### config.mk
export PLATFORM = sky130hd
export DESIGN_NAME = rrf_rotating_file
export DESIGN_NICKNAME = d
export VERILOG_FILES = /design/src/rtl/rrf_pkg.sv /design/src/rtl/rrf_base_ctr.sv /design/src/rtl/rrf_map.sv /design/src/rtl/rrf_storage.sv /design/src/rtl/rrf_rotating_file.sv
export SDC_FILE = /design/constraint.sdc
export NUM_CORES = 2
export LEC_CHECK = 0
export BUFFER_PORTS_ARGS = -buffer_cell sky130_fd_sc_hd__buf_4
export CAP_MARGIN = 20
export CELL_PAD_IN_SITES_DETAIL_PLACEMENT = 0
export CELL_PAD_IN_SITES_GLOBAL_PLACEMENT = 1
export CORE_MARGIN = 2
export CORE_UTILIZATION = 40
export DETAILED_ROUTE_END_ITERATION = 8
export PLACE_DENSITY = 0.62
export SYNTH_ARGS = -nofsm -noshare
export SYNTH_HDL_FRONTEND = slang
export SYNTH_HIERARCHICAL = 1
export SYNTH_SLANG_ARGS = --single-unit
export TNS_END_PERCENT = 1
### constraint.sdc
create_clock -name clk -period 4.5 [get_ports clk]
set_clock_uncertainty 0.05 [all_clocks]
set_input_delay 0 -clock clk [delete_from_list [all_inputs] [get_ports clk]]
set_output_delay 0 -clock clk [all_outputs]
set_load 0.005 [all_outputs]
### src/rtl/rrf_pkg.sv
package rrf_pkg;

  typedef enum logic [1:0] {
    BASE_HOLD = 2'd0,
    BASE_DEC  = 2'd1,
    BASE_ZERO = 2'd2
  } base_op_e;

  function automatic base_op_e pick_base_op(input logic rst, input logic clr,
                                            input logic rot);
    if (rst || clr) return BASE_ZERO;
    if (rot)        return BASE_DEC;
    return BASE_HOLD;
  endfunction

endpackage

### src/rtl/rrf_base_ctr.sv
module rrf_base_ctr #(
  parameter int BASE_W = 3
) (
  input  logic              clk,
  input  logic              rst,
  input  logic              base_clr,
  input  logic              rot_en,
  output logic [BASE_W-1:0] base_q
);
  import rrf_pkg::*;

  base_op_e op;

  always_comb op = pick_base_op(rst, base_clr, rot_en);

  always_ff @(posedge clk) begin
    case (op)
      BASE_ZERO: base_q <= '0;
      BASE_DEC:  base_q <= base_q - 1'b1;
      default:   base_q <= base_q;
    endcase
  end
endmodule

### src/rtl/rrf_map.sv
module rrf_map #(
  parameter int ADDR_W    = 6,
  parameter int ROT_START = 32,
  parameter int ROT_SIZE  = 8,
  parameter int BASE_W    = 3
) (
  input  logic [ADDR_W-1:0] log_addr,
  input  logic [BASE_W-1:0] base,
  output logic [ADDR_W-1:0] phys_addr,
  output logic              in_range
);
  localparam logic [ADDR_W:0] LO = (ADDR_W+1)'(ROT_START);
  localparam logic [ADDR_W:0] HI = (ADDR_W+1)'(ROT_START + ROT_SIZE);

  logic [ADDR_W:0]   wide;
  logic [ADDR_W-1:0] rel;
  logic [BASE_W-1:0] slot;

  always_comb begin
    wide = {1'b0, log_addr};
    rel  = log_addr - ADDR_W'(ROT_START);
    slot = rel[BASE_W-1:0] + base;
    if (wide < LO) begin
      phys_addr = log_addr;
      in_range  = 1'b1;
    end else if (wide < HI) begin
      phys_addr = ADDR_W'(ROT_START) + ADDR_W'(slot);
      in_range  = 1'b1;
    end else begin
      phys_addr = '0;
      in_range  = 1'b0;
    end
  end
endmodule

### src/rtl/rrf_storage.sv
module rrf_storage #(
  parameter int DATA_W = 32,
  parameter int ADDR_W = 6,
  parameter int DEPTH  = 40,
  parameter int NRD    = 2
) (
  input  logic              clk,
  input  logic              we,
  input  logic [ADDR_W-1:0] waddr,
  input  logic [DATA_W-1:0] wdata,
  input  logic [ADDR_W-1:0] raddr [NRD],
  output logic [DATA_W-1:0] rdata [NRD]
);
  logic [DATA_W-1:0] mem [DEPTH];

  always_ff @(posedge clk) begin
    if (we) mem[waddr] <= wdata;
  end

  for (genvar r = 0; r < NRD; r++) begin : g_rd
    assign rdata[r] = mem[raddr[r]];
  end
endmodule

### src/rtl/rrf_rotating_file.sv
module rrf_rotating_file #(
  parameter int DATA_W    = 32,
  parameter int ADDR_W    = 6,
  parameter int ROT_START = 32,
  parameter int ROT_SIZE  = 8
) (
  input  logic              clk,
  input  logic              rst,
  input  logic              rot_en,
  input  logic              base_clr,
  input  logic              wr_en,
  input  logic [ADDR_W-1:0] wr_addr,
  input  logic [DATA_W-1:0] wr_data,
  input  logic [ADDR_W-1:0] rd0_addr,
  output logic [DATA_W-1:0] rd0_data,
  input  logic [ADDR_W-1:0] rd1_addr,
  output logic [DATA_W-1:0] rd1_data
);
  localparam int BASE_W = $clog2(ROT_SIZE);
  localparam int DEPTH  = ROT_START + ROT_SIZE;
  localparam int NPORT  = 3;   // port 0 = write, ports 1..2 = reads
  localparam int NRD    = NPORT - 1;

  logic [BASE_W-1:0] base_q;
  logic [ADDR_W-1:0] log_a  [NPORT];
  logic [ADDR_W-1:0] phys_a [NPORT];
  logic              ok_a   [NPORT];
  logic [ADDR_W-1:0] rd_phys [NRD];
  logic [DATA_W-1:0] rd_raw  [NRD];
  logic [DATA_W-1:0] rd_out  [NRD];

  rrf_base_ctr #(.BASE_W(BASE_W)) u_base (
    .clk      (clk),
    .rst      (rst),
    .base_clr (base_clr),
    .rot_en   (rot_en),
    .base_q   (base_q)
  );

  assign log_a[0] = wr_addr;
  assign log_a[1] = rd0_addr;
  assign log_a[2] = rd1_addr;

  for (genvar p = 0; p < NPORT; p++) begin : g_map
    rrf_map #(
      .ADDR_W(ADDR_W), .ROT_START(ROT_START),
      .ROT_SIZE(ROT_SIZE), .BASE_W(BASE_W)
    ) u_map (
      .log_addr  (log_a[p]),
      .base      (base_q),
      .phys_addr (phys_a[p]),
      .in_range  (ok_a[p])
    );
  end

  for (genvar r = 0; r < NRD; r++) begin : g_rdsel
    assign rd_phys[r] = phys_a[r+1];
    assign rd_out[r]  = ok_a[r+1] ? rd_raw[r] : '0;
  end

  rrf_storage #(
    .DATA_W(DATA_W), .ADDR_W(ADDR_W), .DEPTH(DEPTH), .NRD(NRD)
  ) u_mem (
    .clk   (clk),
    .we    (wr_en && ok_a[0]),
    .waddr (phys_a[0]),
    .wdata (wr_data),
    .raddr (rd_phys),
    .rdata (rd_raw)
  );

  assign rd0_data = rd_out[0];
  assign rd1_data = rd_out[1];
endmodule

==> metrics.yaml <==
vdd_drop_max_v: 0.000431
finalCriticalPeriod_ns: 4.42
crit_family: "compound AO/OA/AOI/OAI gates"
grt_pass1_vias: 39400
synthFlopType: "edfxtp_1"
firstDrtPassIters: 6
drive_gt1_frac: 0.254
synth_compound_area_frac: 0.108
yosys.area.top_type: "edfxtp_1"
postRouteAntennaNets: 0
ys_seq_elements: 1283
wl_per_cell_um: 35.2
synth_top_family_by_area: "multiplexers"
synth_edf_count: 1283
synthDistinctLibCells: 44
synth_nets: 3915
num_rows: 144
critPathKind: "reg2out"
worst_setup_path_start_kind: "register"
synth_fa_ha_area_frac: 0.00176
fillers: 13400
cts.sinks: 1283
multiInputGateArea_mm2: 0.0227
fin_crit_sh: 0.983
avgSynthCellArea_um2: 16.2
place_congestion: 0.811
dpl.cell_count: 5948
area_growth_syn_to_layout_pct: 16.9
fmax_ghz: 0.226
htree_levels: 4
outcome: "finished, final reports clean"
final_util: 0.472
critPathCaptureType: "primary output"
netlist_instances: 3853
start_util: 0.404
root_buffer: "clkbuf_16"
min_path_type: "in2reg"
grt_first_pass_wirelength_mm: 306
core_area_mm2: 0.155
arrival_ns: 4.37
numPortBuffers: 118
layout_common_cells: "edfxtp_1 (1283), mux2i_1 (1024), buf_4 (295), a22oi_1 (256), clkbuf_16 (149)"
drv_cap: 0
synth-simple-area-share: 0.0206
routed_via_density: 6.27
grt_max_degree: 58
cp_cell_sequence: "ha_2 -> fa_2 -> nand3_1 -> o21ai_4 -> buf_12 -> nor2b_4 -> buf_12 -> buf_12 -> a22o_1 -> a221oi_2 -> o22ai_1 -> o41ai_4 -> and2_2 -> buf_4"
cts_buffers: 145
layout_commonest_cell: "edfxtp_1"
die_h_um: 399
yosysSeqAreaShare: 0.617
final_nets: 4184
worstMarginPinSlew_ns: 1.06
drt_iter0_drc: 3636
cts_tree: "yes"
die_w_um: 399
whs_ns: 0.164
syn_area_mm2: 0.0624
cp_max_fo: 29
drv_slew: 0
grt.overflow.total: 0
dieArea_mm2: 0.159
synthMuxAreaShare: 0.222
cellLeakagePower_uw: 0.0240
setup_viol_count_final: 0
synth_xor_area_frac: 0.000561
synthArstFlopShare: 0
drc: 0
ios: 119
routed_wl_mm: 221
cp_slowest_cell: "fa_2"
cts.reportedPaths.clkPinSlew_ns: 0.06
rsz0062_at_grt: "yes"
grt.total_usage: 0.275
fin_tns_setup_ns: 0
cellPowerDensity_mw_per_mm2: 394
hold_violations: 0
grt_antenna_before_repair: 7
crit_top_cell: "buf_12"
dp_hpwl_mm: 130
synth_warnings: 6
slew-limit-headroom: 0.297
clock_latency_ns: 0.78
synth_top_cell_area_share: 0.617
crit_buf_inv: 4
crit_required_ns: 4.45
final-instance-count-excl-fill: 6277
max_stage_delay_ns: 0.52
cts.path.max_buffers: 3
synthTopCellsByArea: "edfxtp_1 (62%), mux2i_1 (16%), mux4_2 (4.6%)"
regArea_mm2: 0.0385
vias: 39400
-- registers in the layout, indices dropped and copies added, names as in the netlist --
register and cells:
u_mem/mem 1280, u_base/base_q 3
-- cells in the mapped netlist (4+ instances only) --
library cell,number
a21oi_1,128
a221oi_1,59
a221oi_2,69
a22o_1,128
a22oi_1,256
and2_2,67
buf_1,35
buf_2,63
buf_4,44
buf_6,27
buf_8,8
clkbuf_1,109
clkbuf_2,6
clkbuf_4,20
edfxtp_1,1283
ha_1,4
inv_1,11
mux2_2,64
mux2i_1,1024
mux4_2,128
nand2_1,76
nand2b_1,7
nand3_1,10
nand4_1,4
nor2_1,46
nor2b_1,10
o21ai_0,9
o22ai_1,64
o41ai_2,64
-- path summary, 6_finish.rpt --
check / from / endpoint / slack [ns] / cells past startpoint
setup / recovery: u_base/base_q[0]$_SDFFCE_PP0P_ / rd1_data[17] / 0.08 / 14
hold / removal: wr_data[24] / u_mem/mem[22][24]$_DFFE_PP_ / 0.16 / 2
hold reg to reg: u_base/base_q[0]$_SDFFCE_PP0P_ / u_base/base_q[0]$_SDFFCE_PP0P_ / 0.68 / 2
setup reg to reg: u_base/base_q[0]$_SDFFCE_PP0P_ / u_mem/mem[37][2]$_DFFE_PP_ / 0.80 / 11
-- kinds of logic (layout without fill, tap and decap cells) --
group,Yosys count,after routing
compound gates,780,780
xor+xnor,4,4
fa+ha+maj,7,7
buf+inv,325,700
flops,1283,1283
mux,1216,1216
other cells,0,2
simple gates,238,241
-- worst reg2reg max path, stage by stage (launching register included) --
cell and delay [ns]:
edfxtp_1 0.43, buf_4 0.17, ha_1 0.18, fa_1 0.38
xor2_1 0.32, nand4_1 0.14, o221ai_1 0.09, buf_4 0.21
nor2b_1 0.18, nand3_1 0.34, nor2_4 0.57, buf_4 0.32
-- where the power goes --
part | switching [µW] | total, µW | internal [µW]
combinational | 2270 | 3890 | 1620
clock | 4850 | 11600 | 6760
sequential | 25.4 | 13200 | 13200
total | 7150 | 28700 | 21600
-- repair_timing --
item	CTS	global route
endpoints found under the hold margin	1286	0
gates cloned	3	0
gates resized for setup	21	27
pin swaps	25	21
setup endpoints to repair	64	59
hold buffers	36	0
buffers inserted	26	5
-- final cells by class --
type | instances | area share
diodes | 2 | 0.0000686
clock buffers | 186 | 0.0530
clock inverters | 70 | 0.00976
inverters | 11 | 0.000566
multi-input cells | 2248 | 0.312
flip-flops and latches | 1283 | 0.528
well taps | 2044 | 0.0351
repair buffers | 433 | 0.0618
-- through the flow --
step | area (µm²) | setup WS (ns) | power, µW
3_5_place_dp | 67400 | 0.313 | 17200
6_report | 73000 | 0.0760 | 28700
5_1_grt | 73000 | -0.0550 | 29600
2_1_floorplan | 62400 | 0.155 | 15700
3_3_place_gp | 67400 | 0.287 | 17200
4_1_cts | 72800 | -0.0321 | 28900
-- metal layers --
metal / vias to the layer above / global-route usage / part of all wire / routed length, µm
li1: 16500 / - / - / -
met2: 1393 / 0.455 / 0.49 / 107000
met3: 352 / 0.0390 / 0.056 / 12400
met4: 8 / 0.0961 / 0.036 / 7990
met1: 21100 / 0.370 / 0.42 / 93100
met5: - / 0 / 0.00019 / 41
(Power assumes the default switching activity.)
